==> config.mk <==
export PLATFORM = sky130hd
export DESIGN_NAME = can_rx_flag_reg
export DESIGN_NICKNAME = d
export VERILOG_FILES = /design/src/rtl/can_flag_pkg.sv /design/src/rtl/can_flag_cond.sv /design/src/rtl/can_flag_cell.sv /design/src/rtl/can_flag_irq.sv /design/src/rtl/can_rx_flag_reg.sv
export SDC_FILE = /design/constraint.sdc
export NUM_CORES = 1
export LEC_CHECK = 0
export BUFFER_PORTS_ARGS = -buffer_cell sky130_fd_sc_hd__buf_2
export CORE_AREA = 2 2 53 50
export DETAILED_ROUTE_END_ITERATION = 10
export DIE_AREA = 0 0 55 52
export GPL_ROUTABILITY_DRIVEN = 0
export MAX_ROUTING_LAYER = met4
export PLACE_DENSITY = 0.84
export RECOVER_POWER = 25
export REMOVE_ABC_BUFFERS = 1
export SYNTH_ARGS = -nofsm -noshare
export SYNTH_HDL_FRONTEND = slang
export SYNTH_HIERARCHICAL = 1
export SYNTH_SLANG_ARGS = --single-unit
==> constraint.sdc <==
create_clock -name clk -period 2.1 [get_ports clk]
set_clock_uncertainty 0.15 [all_clocks]
set_input_delay 0 -clock clk [delete_from_list [all_inputs] [get_ports clk]]
set_output_delay 0 -clock clk [all_outputs]
set_load 0.03 [all_outputs]
==> src/rtl/can_flag_pkg.sv <==
package can_flag_pkg;
  localparam int FLAG_N  = 8;
  localparam int B_WAKE  = 7;
  localparam int B_RWARN = 6;
  localparam int B_TWARN = 5;
  localparam int B_RPASS = 4;
  localparam int B_TPASS = 3;
  localparam int B_BOFF  = 2;
  localparam int B_OVR   = 1;
  localparam int B_RXF   = 0;
  typedef logic [FLAG_N-1:0] flag_vec_t;
endpackage

==> src/rtl/can_flag_cond.sv <==
module can_flag_cond
  import can_flag_pkg::*;
#(
  parameter int CNT_W       = 8,
  parameter int WARN_LIM    = 96,
  parameter int PASSIVE_LIM = 128
) (
  input  logic             sleep_mode,
  input  logic             bus_act,
  input  logic [CNT_W-1:0] rx_cnt,
  input  logic [CNT_W-1:0] tx_cnt,
  input  logic             bus_off,
  input  logic             ovr_stb,
  input  logic             rxf_stb,
  input  flag_vec_t        flags_q,
  output flag_vec_t        set_o
);
  localparam logic [CNT_W-1:0] WARN_V = CNT_W'(WARN_LIM);
  localparam logic [CNT_W-1:0] PASS_V = CNT_W'(PASSIVE_LIM);

  logic worse_held;
  logic rx_warn_win, tx_warn_win;

  always_comb begin
    // Warning flags are held off while a more serious flag is pending.
    worse_held  = flags_q[B_RPASS] | flags_q[B_TPASS] | flags_q[B_BOFF];
    rx_warn_win = (rx_cnt > WARN_V) && (rx_cnt < PASS_V);
    tx_warn_win = (tx_cnt > WARN_V) && (tx_cnt < PASS_V);

    set_o          = '0;
    set_o[B_WAKE]  = sleep_mode & bus_act;
    set_o[B_RWARN] = rx_warn_win & ~worse_held;
    set_o[B_TWARN] = tx_warn_win & ~worse_held;
    set_o[B_RPASS] = (rx_cnt >= PASS_V);
    set_o[B_TPASS] = (tx_cnt >= PASS_V) & ~bus_off;
    set_o[B_BOFF]  = bus_off;
    set_o[B_OVR]   = ovr_stb;
    set_o[B_RXF]   = rxf_stb;
  end
endmodule

==> src/rtl/can_flag_cell.sv <==
module can_flag_cell (
  input  logic clk,
  input  logic rst_n,
  input  logic srst_i,
  input  logic set_i,
  input  logic clr_i,
  output logic q_o
);
  logic q_d;

  always_comb begin
    if (srst_i)       q_d = 1'b0;
    else if (set_i)   q_d = 1'b1;
    else if (clr_i)   q_d = 1'b0;
    else              q_d = q_o;
  end

  always_ff @(posedge clk or negedge rst_n) begin
    if (!rst_n) q_o <= 1'b0;
    else        q_o <= q_d;
  end

  p_set_beats_clear_r3: assert property (@(posedge clk) disable iff (!rst_n)
    (set_i && !srst_i) |=> q_o);
  p_clear_lands_r2: assert property (@(posedge clk) disable iff (!rst_n)
    (clr_i && !set_i && !srst_i) |=> !q_o);
  p_hold_idle_r2: assert property (@(posedge clk) disable iff (!rst_n)
    (!clr_i && !set_i && !srst_i) |=> $stable(q_o));
  p_soft_clear_r5: assert property (@(posedge clk) disable iff (!rst_n)
    srst_i |=> !q_o);
endmodule

==> src/rtl/can_flag_irq.sv <==
module can_flag_irq
  import can_flag_pkg::*;
(
  input  flag_vec_t flags_q,
  input  flag_vec_t en_q,
  output logic      irq_wake,
  output logic      irq_err,
  output logic      irq_ovr,
  output logic      irq_rx
);
  flag_vec_t live;

  always_comb begin
    live     = flags_q & en_q;
    irq_wake = live[B_WAKE];
    irq_err  = |live[B_RWARN:B_BOFF];
    irq_ovr  = live[B_OVR];
    irq_rx   = live[B_RXF];
  end
endmodule

==> src/rtl/can_rx_flag_reg.sv <==
module can_rx_flag_reg
  import can_flag_pkg::*;
#(
  parameter int CNT_W       = 8,
  parameter int WARN_LIM    = 96,
  parameter int PASSIVE_LIM = 128
) (
  input  logic             clk,
  input  logic             rst_n,
  input  logic             soft_rst,
  input  logic             sleep_mode,
  input  logic             bus_act,
  input  logic [CNT_W-1:0] rx_err_cnt,
  input  logic [CNT_W-1:0] tx_err_cnt,
  input  logic             bus_off,
  input  logic             ovr_stb,
  input  logic             rxf_stb,
  input  logic             reg_addr,
  input  logic             reg_rd,
  input  logic             reg_wr,
  input  logic [7:0]       reg_wdata,
  output logic [7:0]       reg_rdata,
  output logic             irq_wake,
  output logic             irq_err,
  output logic             irq_ovr,
  output logic             irq_rx
);
  flag_vec_t flags_q, set_v, clr_v;
  flag_vec_t en_q, en_d;
  logic      wr_flags, wr_en;

  always_comb begin
    wr_flags = reg_wr & ~reg_addr;
    wr_en    = reg_wr &  reg_addr;
    clr_v    = wr_flags ? flag_vec_t'(reg_wdata) : '0;
  end

  can_flag_cond #(
    .CNT_W(CNT_W), .WARN_LIM(WARN_LIM), .PASSIVE_LIM(PASSIVE_LIM)
  ) cond_i (
    .sleep_mode(sleep_mode), .bus_act(bus_act),
    .rx_cnt(rx_err_cnt), .tx_cnt(tx_err_cnt), .bus_off(bus_off),
    .ovr_stb(ovr_stb), .rxf_stb(rxf_stb),
    .flags_q(flags_q), .set_o(set_v)
  );

  for (genvar g = 0; g < FLAG_N; g++) begin : g_flag
    can_flag_cell cell_i (
      .clk(clk), .rst_n(rst_n), .srst_i(soft_rst),
      .set_i(set_v[g]), .clr_i(clr_v[g]), .q_o(flags_q[g])
    );
  end

  // Enable mask: next state and register kept apart.
  always_comb begin
    if (soft_rst)    en_d = '0;
    else if (wr_en)  en_d = flag_vec_t'(reg_wdata);
    else             en_d = en_q;
  end

  always_ff @(posedge clk or negedge rst_n) begin
    if (!rst_n) en_q <= '0;
    else        en_q <= en_d;
  end

  always_comb begin
    if (!reg_rd)        reg_rdata = '0;
    else if (reg_addr)  reg_rdata = en_q;
    else                reg_rdata = flags_q;
  end

  can_flag_irq irq_i (
    .flags_q(flags_q), .en_q(en_q),
    .irq_wake(irq_wake), .irq_err(irq_err), .irq_ovr(irq_ovr), .irq_rx(irq_rx)
  );

  p_rwarn_gated_r7: assert property (@(posedge clk) disable iff (!rst_n)
    $rose(flags_q[B_RWARN]) |-> $past(flags_q[B_RPASS:B_BOFF] == 3'b000));
  p_twarn_gated_r8: assert property (@(posedge clk) disable iff (!rst_n)
    $rose(flags_q[B_TWARN]) |-> $past(flags_q[B_RPASS:B_BOFF] == 3'b000));
  p_en_soft_clear_r5: assert property (@(posedge clk) disable iff (!rst_n)
    soft_rst |=> (en_q == '0));
  p_en_load_r11: assert property (@(posedge clk) disable iff (!rst_n)
    (wr_en && !soft_rst) |=> (en_q == $past(reg_wdata)));
  p_wake_masked_r12: assert property (@(posedge clk) disable iff (!rst_n)
    !en_q[B_WAKE] |-> !irq_wake);
  p_rx_masked_r12: assert property (@(posedge clk) disable iff (!rst_n)
    !en_q[B_RXF] |-> !irq_rx);
endmodule

Yosys cells after proc, flatten, opt, wreduce, memory -nomap -nowiden --
Index checks and enable logic that the tools add are counted.
Word-level totals: RAM bits 0, word-level logic and storage cells 68, input bits 35, bits in latches 0, register bits after elaboration 16, memory bits (read-only) 0, memories 0, output and inout port bits 12
Cells by class: reductions and logical operators 12, div/mod/pow operators 0, $lt $le $gt $ge 6, multipliers 0, equal/unequal tests 0, shift operators 0, bitwise operators 12, muxes and demuxes 29, add/sub/neg operators 0
Operator list (count):
- $mux 8 | 5
- $mux 1 | 24
- $reduce_bool 3->1 | 8
- $ge 8x8->1 const B | 2
- $gt 8x7->1 const B | 2
- $lt 8x8->1 const B | 2
- $and 8x8->8 | 1
- $and 1x1->1 | 6
- $reduce_or 5->1 | 1
- $not 1->1 | 3
- $logic_and 1x1->1 | 2
- $or 1x1->1 | 2
- $reduce_bool 2->1 | 1

Longest topological paths before layout --
depth after elaboration 6, depth in mapped cells 5, depth with buffers taken out 4

By module --
The synthesis kept the hierarchy.
By module, submodules not included:
- can_rx_flag_reg | cells each 63, sequential area each 200.2 µm², instances 1, area each 639.4 µm²
- can_flag_cell | cells each 4, sequential area each 25.0 µm², instances 8, area each 43.8 µm²
- can_flag_cond | cells each 15, sequential area each 0.0 µm², instances 1, area each 107.6 µm²
- can_flag_irq | cells each 6, sequential area each 0.0 µm², instances 1, area each 40.0 µm²

Worst setup path after synthesis --
OpenSTA, ideal clock, no wires.
kind reg2reg, start point register g_flag[3].cell_i.q_o, end point register g_flag[6].cell_i.q_o, data required time 1.877 ns, setup time 0.073 ns, period minus slack after synthesis 1.338 ns, path buffers 0, cell stages (with the launch flop) 5, arrival 1.115 ns, setup slack 0.762 ns, path through dfrtp_1 or3_4 a211oi_2 inv_1 a21oi_2
On the way: cells in the longest elaborated chain, start to end 6, elaborated cells between the ends (all ways) 7, those cells by class mux: 2; bitwise: 4; reduce/logical: 1
RTL lines:
- from (decl) | RTL line can_flag_cell.sv:7 | output logic q_o
- from (signal assigned) | RTL line can_flag_cell.sv:20 | else q_o <= q_d;
- $or 1x1->1 (*) (2 in a row) | RTL line can_flag_cond.sv:26 | worse_held = flags_q[B_RPASS] | flags_q[B_TPASS] | flags_q[B_BOFF];
- $not 1->1 (*) | RTL line can_flag_cond.sv:32 | set_o[B_RWARN] = rx_warn_win & ~worse_held;
- $and 1x1->1 (*) | RTL line can_flag_cond.sv:32
- via set_v[6] | RTL line can_rx_flag_reg.sv:28 | flag_vec_t flags_q, set_v, clr_v;
- $mux 1 | RTL line can_flag_cell.sv:13 | else if (set_i) q_d = 1'b1;
- $mux 1 | RTL line can_flag_cell.sv:12 | if (srst_i) q_d = 1'b0;
- to (signal assigned) | RTL line can_flag_cell.sv:20
- to (decl) | RTL line can_flag_cell.sv:7
The timed path passes the listed nets; every way through them passes the cells marked *. A chain may end at the register's enable or synchronous reset.

Worst setup path in the final report --
start point input port tx_err_cnt[7], end point register g_flag[5].cell_i.q_o
On the way: cells in the longest elaborated chain, start to end 5, elaborated cells between the ends (all ways) 7, those cells by class order compare: 2; mux: 2; bitwise: 1; reduce/logical: 2
RTL lines:
- from (decl) | RTL line can_rx_flag_reg.sv:14 | input logic [CNT_W-1:0] tx_err_cnt,
- $gt 8x7->1 or $lt 8x8->1 (tied branches) | RTL line can_flag_cond.sv:28 | tx_warn_win = (tx_cnt > WARN_V) && (tx_cnt < PASS_V);
- $logic_and 1x1->1 (*) | RTL line can_flag_cond.sv:28
- $and 1x1->1 (*) | RTL line can_flag_cond.sv:33 | set_o[B_TWARN] = tx_warn_win & ~worse_held;
- via set_v[5] | RTL line can_rx_flag_reg.sv:28
- $mux 1 | RTL line can_flag_cell.sv:13
- $mux 1 | RTL line can_flag_cell.sv:12
- to (signal assigned) | RTL line can_flag_cell.sv:20
- to (decl) | RTL line can_flag_cell.sv:7
Marked as above.

==> results.sh <==
export IMPL_synth_simple_area_share=0.244
export IMPL_antenna_cells=0
export IMPL_critPathLaunch="tx_err_cnt[7]"
export IMPL_overflow=0
export IMPL_viasPerCell=5.33
export IMPL_antenna_found_initial=0
export IMPL_crit_path_end_kind="flip-flop"
export IMPL_clock_latency_ns=0.28
export IMPL_async_flop_share=1.00
export IMPL_grt_first_pass_wirelength_um=5190
export IMPL_power_density_nw_per_um2=420
export IMPL_clkPwrFrac=0.229
export IMPL_io_pins=47
export IMPL_cts_setup_buffers=0
export IMPL_drt_pass1_iterations=4
export IMPL_track_usage=0.258
export IMPL_worstPathArrival_ns=1.88
export IMPL_ys_seq_elements=16
export IMPL_drt_iter0_drc=32
export IMPL_synth_compound_area_frac=0.231
export IMPL_yosys_top_cells_count="a21oi_2 (16), dfrtp_1 (16), and2_1 (12)"
export IMPL_ys_warn_count=6
export IMPL_totalNegativeSetupSlack_ns=0
export IMPL_maxCapViolations=0
export IMPL_synth_xor_area_share=0
export IMPL_final_net_count=229
export IMPL_post_place_ws_ns=0.692
export IMPL_hold_end="en_q[3]$_DFFE_PN0P_"
export IMPL_die_area_um2=2860
export IMPL_core_area_um2=2340
export IMPL_synthesis_area_um2=1140
export IMPL_num_rows=17
export IMPL_startpoint_type="input pin"
export IMPL_p_sw_mw=0.214
export IMPL_cts_buffers=3
export IMPL_cts_resized=0
export IMPL_numClockSinks=16
export IMPL_cts_tree="yes"
export IMPL_grt_max_degree=18
export IMPL_setup_viol=0
export IMPL_syn_avg_cell_area_um2=9.80
export IMPL_yosysSeqAreaShare=0.352
export IMPL_hold_path_class="input pin to flip-flop"
export IMPL_share_comb_of_total_power=0.300
export IMPL_intPower_mw=0.503
export IMPL_rsz0062_at_grt="no"
export IMPL_grt_pass1_vias=1166
export IMPL_rrSetupSlack_ns=0.61
export IMPL_synth_edff_count=0
export IMPL_hold_depth=2
export IMPL_criticalPathCategory="input pin to flip-flop"
export IMPL_drc_errors=0
export IMPL_synth_top_area_share=0.352
export IMPL_synth_fa_ha_area_frac=0
export IMPL_timing_final_ws_setup_ns=0.285
export IMPL_drive_gt1_frac=0.359
export IMPL_slew_viol_final=0
export IMPL_power_mw=0.717
export IMPL_final_fill_count=183
export IMPL_tightest_slew_ns=0.891
export IMPL_ant_nets=0
export IMPL_max_freq_ghz=0.551
export IMPL_die_h_um=52
export IMPL_yosysUniqueCellTypes=22
export IMPL_p_leak_nw=0.791
export IMPL_yosys_mux_area_fraction=0.0704
export IMPL_syn_inst=116
export IMPL_yosysTopAreaCell="dfrtp_1"
export IMPL_rr_endpoint="g_flag[5].cell_i/q_o$_DFFE_PN0P_"
export IMPL_power_switching_share=0.298
export IMPL_timing_final_crit_share=0.864
export IMPL_cp_required_ns=2.16
export IMPL_path_clk_slew_ns=0.09
export IMPL_wl_per_cell_um=14.4
export IMPL_wl_um=3160
export IMPL_hold_start="soft_rst"
export IMPL_status="finished, final reports clean"
export IMPL_path_max_fanout=2
export IMPL_seqPwrFrac=0.471
export IMPL_max_slew_margin=0.406
export IMPL_r2r_start="g_flag[3].cell_i/q_o$_DFFE_PN0P_"
export IMPL_period_needed_ns=1.81
export IMPL_synth_ff_type="dfrtp_1"
export IMPL_irDropWorstVdd_uv=347
export IMPL_ff2ff_path_depth=4
export IMPL_htree_levels=1
export IMPL_portBuffers=46
export IMPL_die_w_um=55
export IMPL_vias=1173
export IMPL_cts_max_path_buffers=2
export IMPL_synth_top_family_by_area="simple AND/OR/NAND/NOR gates"
export IMPL_place_hpwl_um=1870
export IMPL_area_delta_synth_final_pct=49.9
export IMPL_hold_viol_final=0
export IMPL_clockRootBuffer="clkbuf_4"
export IMPL_cts_hold_buf=36
export IMPL_synth_area_leaders="dfrtp_1 (35%), a21oi_2 (12%), a21bo_1 (7.0%)"
export IMPL_initial_core_util=0.486
-- layout make-up --
| class | count | area (um^2) | share of cell area |
|---|---|---|---|
| clock buffers | 3 | 22.5 | 0.0132 |
| inverters | 8 | 30.0 | 0.0176 |
| flip-flops and latches | 16 | 400 | 0.235 |
| well taps | 28 | 35.0 | 0.0205 |
| multi-input cells | 82 | 621 | 0.364 |
| repair buffers | 83 | 597 | 0.350 |
-- power by group through the flow --
| stage | registers [mW] | logic, mW | clock network (mW) |
|---|---|---|---|
| final | 0.337 | 0.215 | 0.164 |
| after global routing | 0.340 | 0.234 | 0.179 |
| after CTS | 0.337 | 0.210 | 0.168 |
| after detailed placement | 0.343 | 0.161 | 0 |
| after global placement | 0.341 | 0.157 | 0 |
| after floorplan | 0.339 | 0.0836 | 0 |
-- critical path, stage by stage --
cell and delay, ns:
dlygate4sd3_1 0.53, buf_2 0.13, nand3b_1 0.15, dlygate4sd3_1 0.57, a211oi_2 0.25, inv_1 0.11, a21oi_2 0.13
-- logic make-up (layout without fill, tap and decap cells) --
| family | after synthesis | count (layout) |
|---|---|---|
| AOI/OAI and AO/OA | 28 | 28 |
| DFF | 16 | 16 |
| and+or+nand+nor | 46 | 46 |
| muxes | 8 | 8 |
| buffers and inverters | 18 | 94 |
-- flip-flops by register name, indices dropped and copies added (netlist names) --
name,cells
g_flag.cell_i/q_o,8
en_q,8
-- how the worst max path moves through the flow --
stage	endpoint	slack (ns)	cells past startpoint
detailed placement	g_flag[6].cell_i/q_o$_DFFE_PN0P_	0.69	4
global route	g_flag[5].cell_i/q_o$_DFFE_PN0P_	0.25	7
CTS	g_flag[5].cell_i/q_o$_DFFE_PN0P_	0.45	7
finish	g_flag[5].cell_i/q_o$_DFFE_PN0P_	0.29	7
floorplan	g_flag[6].cell_i/q_o$_DFFE_PN0P_	0.76	4
global placement	g_flag[6].cell_i/q_o$_DFFE_PN0P_	0.73	4
-- metrics by stage --
step | hold slack (ns) | area [um^2] | instances | util
floorplan | -0.446 | 1050 | 106 | -
detailed placement | -0.211 | 1320 | 181 | 0.566
CTS | 0.00300 | 1710 | 220 | 0.729
finish | 0.00521 | 1710 | 220 | 0.729
global placement | -0.218 | 1320 | 181 | 0.566
global route | 0.0204 | 1710 | 220 | 0.729
-- cell usage in the layout (no fill, tap or decap) --
cell / instances
dlygate4sd3_1: 36
nor3_1: 2
buf_4: 1
clkbuf_4: 3
buf_2: 45
a21bo_1: 8
or3_4: 1
dfrtp_1: 16
a222oi_1: 1
nand2b_1: 8
nand2_1: 1
nor2b_2: 1
clkbuf_1: 1
inv_1: 8
nand3_1: 8
nor2b_1: 9
a211oi_2: 2
a22oi_1: 1
mux2i_1: 8
nand3b_1: 2
nor2_1: 2
a21oi_2: 16
and2_1: 12
-- per-layer routing --
layer | global-route usage | wire (um) | vias to the layer above
met2 | 0.435 | 1570 | 60
met5 | - | 0 | -
met1 | 0.319 | 1290 | 560
met3 | 0.0316 | 190 | 12
li1 | - | - | 541
met4 | 0.0813 | 104 | 0
(Power assumes the default switching activity.)
